$ cat src/rtl/mfc_pkg.sv
package mfc_pkg;
  localparam int unsigned OVF_BIT   = 0;
  localparam int unsigned AVAL_BIT  = 1;
  localparam int unsigned TYPE_LO   = 2;
  localparam int unsigned TYPE_HI   = 4;
  localparam int unsigned SUP_BIT   = 5;
  localparam int unsigned FETCH_BIT = 6;
  localparam int unsigned WR_BIT    = 7;
  localparam int unsigned ALT_BIT   = 16;
  localparam int unsigned TYPE_W    = TYPE_HI - TYPE_LO + 1;

  typedef struct packed {
    logic alt;
    logic sup;
    logic fetch;
    logic wr;
  } flt_attr_t;
endpackage

$ cat src/rtl/mfc_stat_build.sv
module mfc_stat_build
  import mfc_pkg::*;
#(
  parameter int unsigned STAT_W  = 32,
  parameter int unsigned FT_CODE = 5
) (
  input  logic              prev_nz_i,
  input  flt_attr_t         attr_i,
  output logic [STAT_W-1:0] word_o
);
  always_comb begin
    word_o                  = '0;
    word_o[OVF_BIT]         = prev_nz_i;
    word_o[AVAL_BIT]        = 1'b1;
    word_o[TYPE_HI:TYPE_LO] = TYPE_W'(FT_CODE);
    word_o[SUP_BIT]         = attr_i.sup;
    word_o[FETCH_BIT]       = attr_i.fetch;
    word_o[WR_BIT]          = attr_i.wr;
    word_o[ALT_BIT]         = attr_i.alt;
  end

  always_comb begin
    AST_TYPE_CONST: assert (word_o[TYPE_HI:TYPE_LO] == TYPE_W'(FT_CODE) && word_o[AVAL_BIT]);
  end
endmodule

$ cat src/rtl/mfc_regs.sv
module mfc_regs #(
  parameter int unsigned STAT_W = 32,
  parameter int unsigned ADDR_W = 32
) (
  input  logic              clk_i,
  input  logic              rst_ni,
  input  logic              flt_valid_i,
  input  logic [ADDR_W-1:0] flt_addr_i,
  input  logic [STAT_W-1:0] new_word_i,
  input  logic              rd_i,
  output logic [STAT_W-1:0] stat_o,
  output logic [ADDR_W-1:0] addr_o
);
  logic [STAT_W-1:0] stat_q;
  logic [ADDR_W-1:0] addr_q;

  // fault wins over read-to-clear
  always_ff @(posedge clk_i or negedge rst_ni) begin
    if (!rst_ni)          stat_q <= '0;
    else if (flt_valid_i) stat_q <= new_word_i;
    else if (rd_i)        stat_q <= '0;
  end

  always_ff @(posedge clk_i or negedge rst_ni) begin
    if (!rst_ni)          addr_q <= '0;
    else if (flt_valid_i) addr_q <= flt_addr_i;
  end

  assign stat_o = stat_q;
  assign addr_o = addr_q;

  AST_ADDR_LOAD: assert property (@(posedge clk_i) disable iff (!rst_ni)
    flt_valid_i |=> addr_q == $past(flt_addr_i));
  AST_ADDR_HOLD: assert property (@(posedge clk_i) disable iff (!rst_ni)
    !flt_valid_i |=> $stable(addr_q));
  AST_RD_CLEAR: assert property (@(posedge clk_i) disable iff (!rst_ni)
    (rd_i && !flt_valid_i) |=> stat_q == '0);
  AST_FLT_WINS: assert property (@(posedge clk_i) disable iff (!rst_ni)
    (rd_i && flt_valid_i) |=> stat_q != '0);
  AST_OVF_MARK: assert property (@(posedge clk_i) disable iff (!rst_ni)
    (flt_valid_i && stat_q != '0) |=> stat_q[0]);
endmodule

$ cat src/rtl/mfc_trap_gate.sv
module mfc_trap_gate (
  input  logic clk_i,
  input  logic rst_ni,
  input  logic flt_valid_i,
  input  logic mmu_en_i,
  input  logic mmu_nofault_i,
  output logic trap_o
);
  logic trap_q;

  always_ff @(posedge clk_i or negedge rst_ni) begin
    if (!rst_ni) trap_q <= 1'b0;
    else         trap_q <= flt_valid_i & mmu_en_i & ~mmu_nofault_i;
  end

  assign trap_o = trap_q;

  AST_TRAP_RAISE: assert property (@(posedge clk_i) disable iff (!rst_ni)
    (flt_valid_i && mmu_en_i && !mmu_nofault_i) |=> trap_q);
  AST_TRAP_QUIET: assert property (@(posedge clk_i) disable iff (!rst_ni)
    !(flt_valid_i && mmu_en_i && !mmu_nofault_i) |=> !trap_q);
endmodule

$ cat src/rtl/mmu_fault_capture.sv
module mmu_fault_capture
  import mfc_pkg::*;
#(
  parameter int unsigned ADDR_W  = 32,
  parameter int unsigned STAT_W  = 32,
  parameter int unsigned FT_CODE = 5
) (
  input  logic              clk_i,
  input  logic              rst_ni,
  input  logic              flt_valid_i,
  input  logic [ADDR_W-1:0] flt_addr_i,
  input  logic              flt_write_i,
  input  logic              flt_fetch_i,
  input  logic              flt_alt_i,
  input  logic              sup_mode_i,
  input  logic              mmu_en_i,
  input  logic              mmu_nofault_i,
  input  logic              stat_rd_i,
  output logic [STAT_W-1:0] stat_o,
  output logic [ADDR_W-1:0] addr_o,
  output logic              trap_o
);
  flt_attr_t         attr;
  logic [STAT_W-1:0] new_word;
  logic [STAT_W-1:0] stat_cur;

  assign attr = '{alt: flt_alt_i, sup: sup_mode_i, fetch: flt_fetch_i, wr: flt_write_i};

  mfc_stat_build #(.STAT_W(STAT_W), .FT_CODE(FT_CODE)) u_build (
    .prev_nz_i (|stat_cur),
    .attr_i    (attr),
    .word_o    (new_word)
  );

  mfc_regs #(.STAT_W(STAT_W), .ADDR_W(ADDR_W)) u_regs (
    .clk_i       (clk_i),
    .rst_ni      (rst_ni),
    .flt_valid_i (flt_valid_i),
    .flt_addr_i  (flt_addr_i),
    .new_word_i  (new_word),
    .rd_i        (stat_rd_i),
    .stat_o      (stat_cur),
    .addr_o      (addr_o)
  );

  mfc_trap_gate u_trap (
    .clk_i         (clk_i),
    .rst_ni        (rst_ni),
    .flt_valid_i   (flt_valid_i),
    .mmu_en_i      (mmu_en_i),
    .mmu_nofault_i (mmu_nofault_i),
    .trap_o        (trap_o)
  );

  assign stat_o = stat_cur;

  AST_ALT_BIT: assert property (@(posedge clk_i) disable iff (!rst_ni)
    flt_valid_i |=> stat_o[ALT_BIT] == $past(flt_alt_i));
  AST_SUP_BIT: assert property (@(posedge clk_i) disable iff (!rst_ni)
    flt_valid_i |=> stat_o[SUP_BIT] == $past(sup_mode_i));
  AST_ACC_BITS: assert property (@(posedge clk_i) disable iff (!rst_ni)
    flt_valid_i |=> (stat_o[FETCH_BIT] == $past(flt_fetch_i)) && (stat_o[WR_BIT] == $past(flt_write_i)));
endmodule

$ cat config.mk
export PLATFORM = sky130hd
export DESIGN_NAME = mmu_fault_capture
export DESIGN_NICKNAME = d
export VERILOG_FILES = /design/src/rtl/mfc_pkg.sv /design/src/rtl/mfc_stat_build.sv /design/src/rtl/mfc_regs.sv /design/src/rtl/mfc_trap_gate.sv /design/src/rtl/mmu_fault_capture.sv
export SDC_FILE = /design/constraint.sdc
export NUM_CORES = 1
export LEC_CHECK = 0
export BUFFER_PORTS_ARGS = -buffer_cell sky130_fd_sc_hd__clkbuf_2
export CAP_MARGIN = 10
export CELL_PAD_IN_SITES_DETAIL_PLACEMENT = 1
export CELL_PAD_IN_SITES_GLOBAL_PLACEMENT = 2
export CORE_MARGIN = 4
export CORE_UTILIZATION = 35
export DETAILED_ROUTE_END_ITERATION = 8
export HOLD_SLACK_MARGIN = 0.12
export PLACE_DENSITY = 0.85
export SKIP_LAST_GASP = 1
export SLEW_MARGIN = 20
export SYNTH_ARGS = -nofsm -noshare
export SYNTH_HDL_FRONTEND = slang
export SYNTH_HIERARCHICAL = 1
export SYNTH_SLANG_ARGS = --single-unit
$ cat constraint.sdc
create_clock -name clk_i -period 2.1 [get_ports clk_i]
set_input_delay 0 -clock clk_i [delete_from_list [all_inputs] [get_ports clk_i]]
set_output_delay 0 -clock clk_i [all_outputs]
set_load 0.03 [all_outputs]
==> results.cfg <==
[run_status]
status = finished clean

[pwr]
p_clk_frac = 0.325
net-switching-power_uw = 941
switching_share = 0.298
p_comb_frac = 0.219
pwr-share-seq = 0.456
total_power_uw = 3160
ir_drop_mv = 0.294
leakage_uw = 0.00200
p_int_uw = 2220
power.density_nw_per_um2 = 815

[logic_synthesis]
syn_inst = 186
synth.top_cell.area_share = 0.584
synth_enable_flop_cells = 0
avgSynthCellArea_um2 = 15.0
yosysUniqueCellTypes = 14
yosys_warnings = 6
synthesis.area_um2 = 2790
ys_top_cells_by_area = dfrtp_1 58%, mux2_4 15%, a22o_1 10%
synth_top_flop_cell = dfrtp_1
ys_async_sr_fraction = 1.00
synth_seq_area_share = 0.584
synth.largest_area_cell = dfrtp_1
synth-seq-cells = 65

[drt]
top_layer = met4
met1_length_um = 3280
wl_um = 7890
drt-pass1-iter-count = 4
drc = 0
viasPerCell = 4.54
dr_total_vias = 1999
ant_nets = 0
dr_wl_met3_um = 498
wl_met2_um = 4000
first_iter_violations = 52
wl_per_cell_um = 17.9

[global_routing]
gr-usage-all-layers = 0.174
grt_max_degree = 33
overflow = 0
grt_pass1_vias = 2328
antenna_found_initial = 0
grt_pass1_wl_um = 12900

[finish]
seqCellArea_um2 = 1630
fill_cells = 814
area_delta_synth_final_pct = 39.4
final_area_um2 = 3880
multi_input_area_um2 = 937
drive_above_1_share = 0.456
nets = 375
diodes = 0

[sta]
rsz0062_at_grt = no
fmax_mhz = 668
slew_viol_final = 0
finalHoldViolations = 0
min_period_over_period = 0.713
min_period_ns = 1.50
skew_ns = 0.00386
timing.hold.ws_ns = 0.157
setup_violations = 0
tns_ns = 0
worst_slack_ns = 0.603

[critical_path]
path_cells = nor4_1 > nand4_1 > or2_1 > a22o_1
rrSetupSlack_ns = 0.60
worst-path-buf-inv = 0
cp-start-kind = flip-flop
cpPeakStageDelay_ns = 0.40
arrival_ns = 1.72
worstSetupPathType = reg2reg
critical-path-top-delay-family = simple AND/OR/NAND/NOR gates
crit_path_max_fanout = 3
r2r-end = u_regs/stat_o[0]$_DFFE_PN0P_
slowest_stage = dfrtp_1
endpoint_kind = flip-flop
worstReg2RegStart = u_regs/stat_o[18]$_DFFE_PN0P_
reg2reg_depth = 4
crit_required_ns = 2.32

[cts]
clk_latency_ns = 0.33
clkSinkCount = 65
cts_resized = 0
tritoncts = built
clk_pin_slew_ns = 0.07
cts-root-buf = clkbuf_8
clockBufferDepth = 2
cts_made_buffers = 9
h-tree-depth = 3

[floorplan]
pin_count = 107
initial_core_util = 0.360
core_um2 = 7730
die-width_um = 97.2
die_h_um = 97.2
num_rows = 32
dieArea_um2 = 9450

[place]
post-dp-hpwl_um = 4790
dp_slack_ns = 0.622
routabilityCongestion = 0.790
portBuffers = 106
postPlaceCellArea_um2 = 3270

[worst_hold_path]
min_path_type = in2async

[job]
cap_violations = 0
==> through the flow <==
stage	utilization	cells
floorplan	-	211
global placement	0.423	382
detailed placement	0.423	382
CTS	0.502	440
global route	0.502	440
finish	0.502	440
==> cell usage after synthesis, types with 2 or more instances <==
cell type	count
mux2_4	28
nor4_1	7
buf_2	6
buf_4	32
nand4_1	2
conb_1	2
mux2_1	4
a22o_1	32
buf_6	4
dfrtp_1	65
==> logic make-up after synthesis <==
| kind of cell | synth area share |
|---|---|
| DFF | 0.584 |
| buffers and inverters | 0.113 |
| AOI/OAI and AO/OA | 0.101 |
| muxes | 0.167 |
| and+or+nand+nor | 0.0323 |
| other | 0.00270 |
==> flip-flops by register name, indices dropped and copies added, names as in the netlist <==
register       cells
u_trap/trap_o      1
u_regs/addr_o     32
u_regs/stat_o     32
==> power by group through the flow <==
stage	logic [µW]	registers, µW	clock network [µW]
floorplan	229	1660	0
global placement	615	1450	0
detailed placement	620	1460	0
CTS	690	1440	1060
global route	737	1460	1120
finish	694	1440	1030
==> per-layer routing <==
layer,up-vias,GRT usage
met5,-,0
met4,0,0.0648
met3,9,0.0495
met2,77,0.300
met1,1005,0.205
li1,908,-
==> how the worst max path moves through the flow <==
stage	from	end	slack, ns	depth (start not counted)
floorplan	u_regs/stat_o[26]$_DFFE_PN0P_	u_regs/stat_o[0]$_DFFE_PN0P_	0.56	5
global placement	u_regs/stat_o[29]$_DFFE_PN0P_	u_regs/stat_o[0]$_DFFE_PN0P_	0.64	4
detailed placement	u_regs/stat_o[18]$_DFFE_PN0P_	u_regs/stat_o[0]$_DFFE_PN0P_	0.62	4
CTS	u_regs/stat_o[18]$_DFFE_PN0P_	u_regs/stat_o[0]$_DFFE_PN0P_	0.61	4
global route	u_regs/stat_o[26]$_DFFE_PN0P_	u_regs/stat_o[0]$_DFFE_PN0P_	0.58	4
finish	u_regs/stat_o[18]$_DFFE_PN0P_	u_regs/stat_o[0]$_DFFE_PN0P_	0.60	4
==> timing repair <==
action	in CTS	in global routing
buffers inserted	0	0
setup endpoints to repair	0	0
hold buffers	42	0
hold endpoints to repair	102	0
==> final cells by class <==
| class | count | area share |
|---|---|---|
| clock inverter | 3 | 0.0103 |
| tap | 102 | 0.0329 |
| clock buffer | 13 | 0.0384 |
| multi-input combinational | 104 | 0.241 |
| sequential | 65 | 0.419 |
| timing repair buffer | 153 | 0.258 |
==> layout by cell type (no fill, tap or decap), drive strengths merged <==
master	count
a22o	32
and3b	1
buf	7
bufinv	1
clkbuf	117
clkinv	2
conb	27
dfrtp	65
dlygate4sd3	42
mux2	32
nand4	2
nor2	1
nor4	8
or2	1
Power figures use the tool's default switching activity.
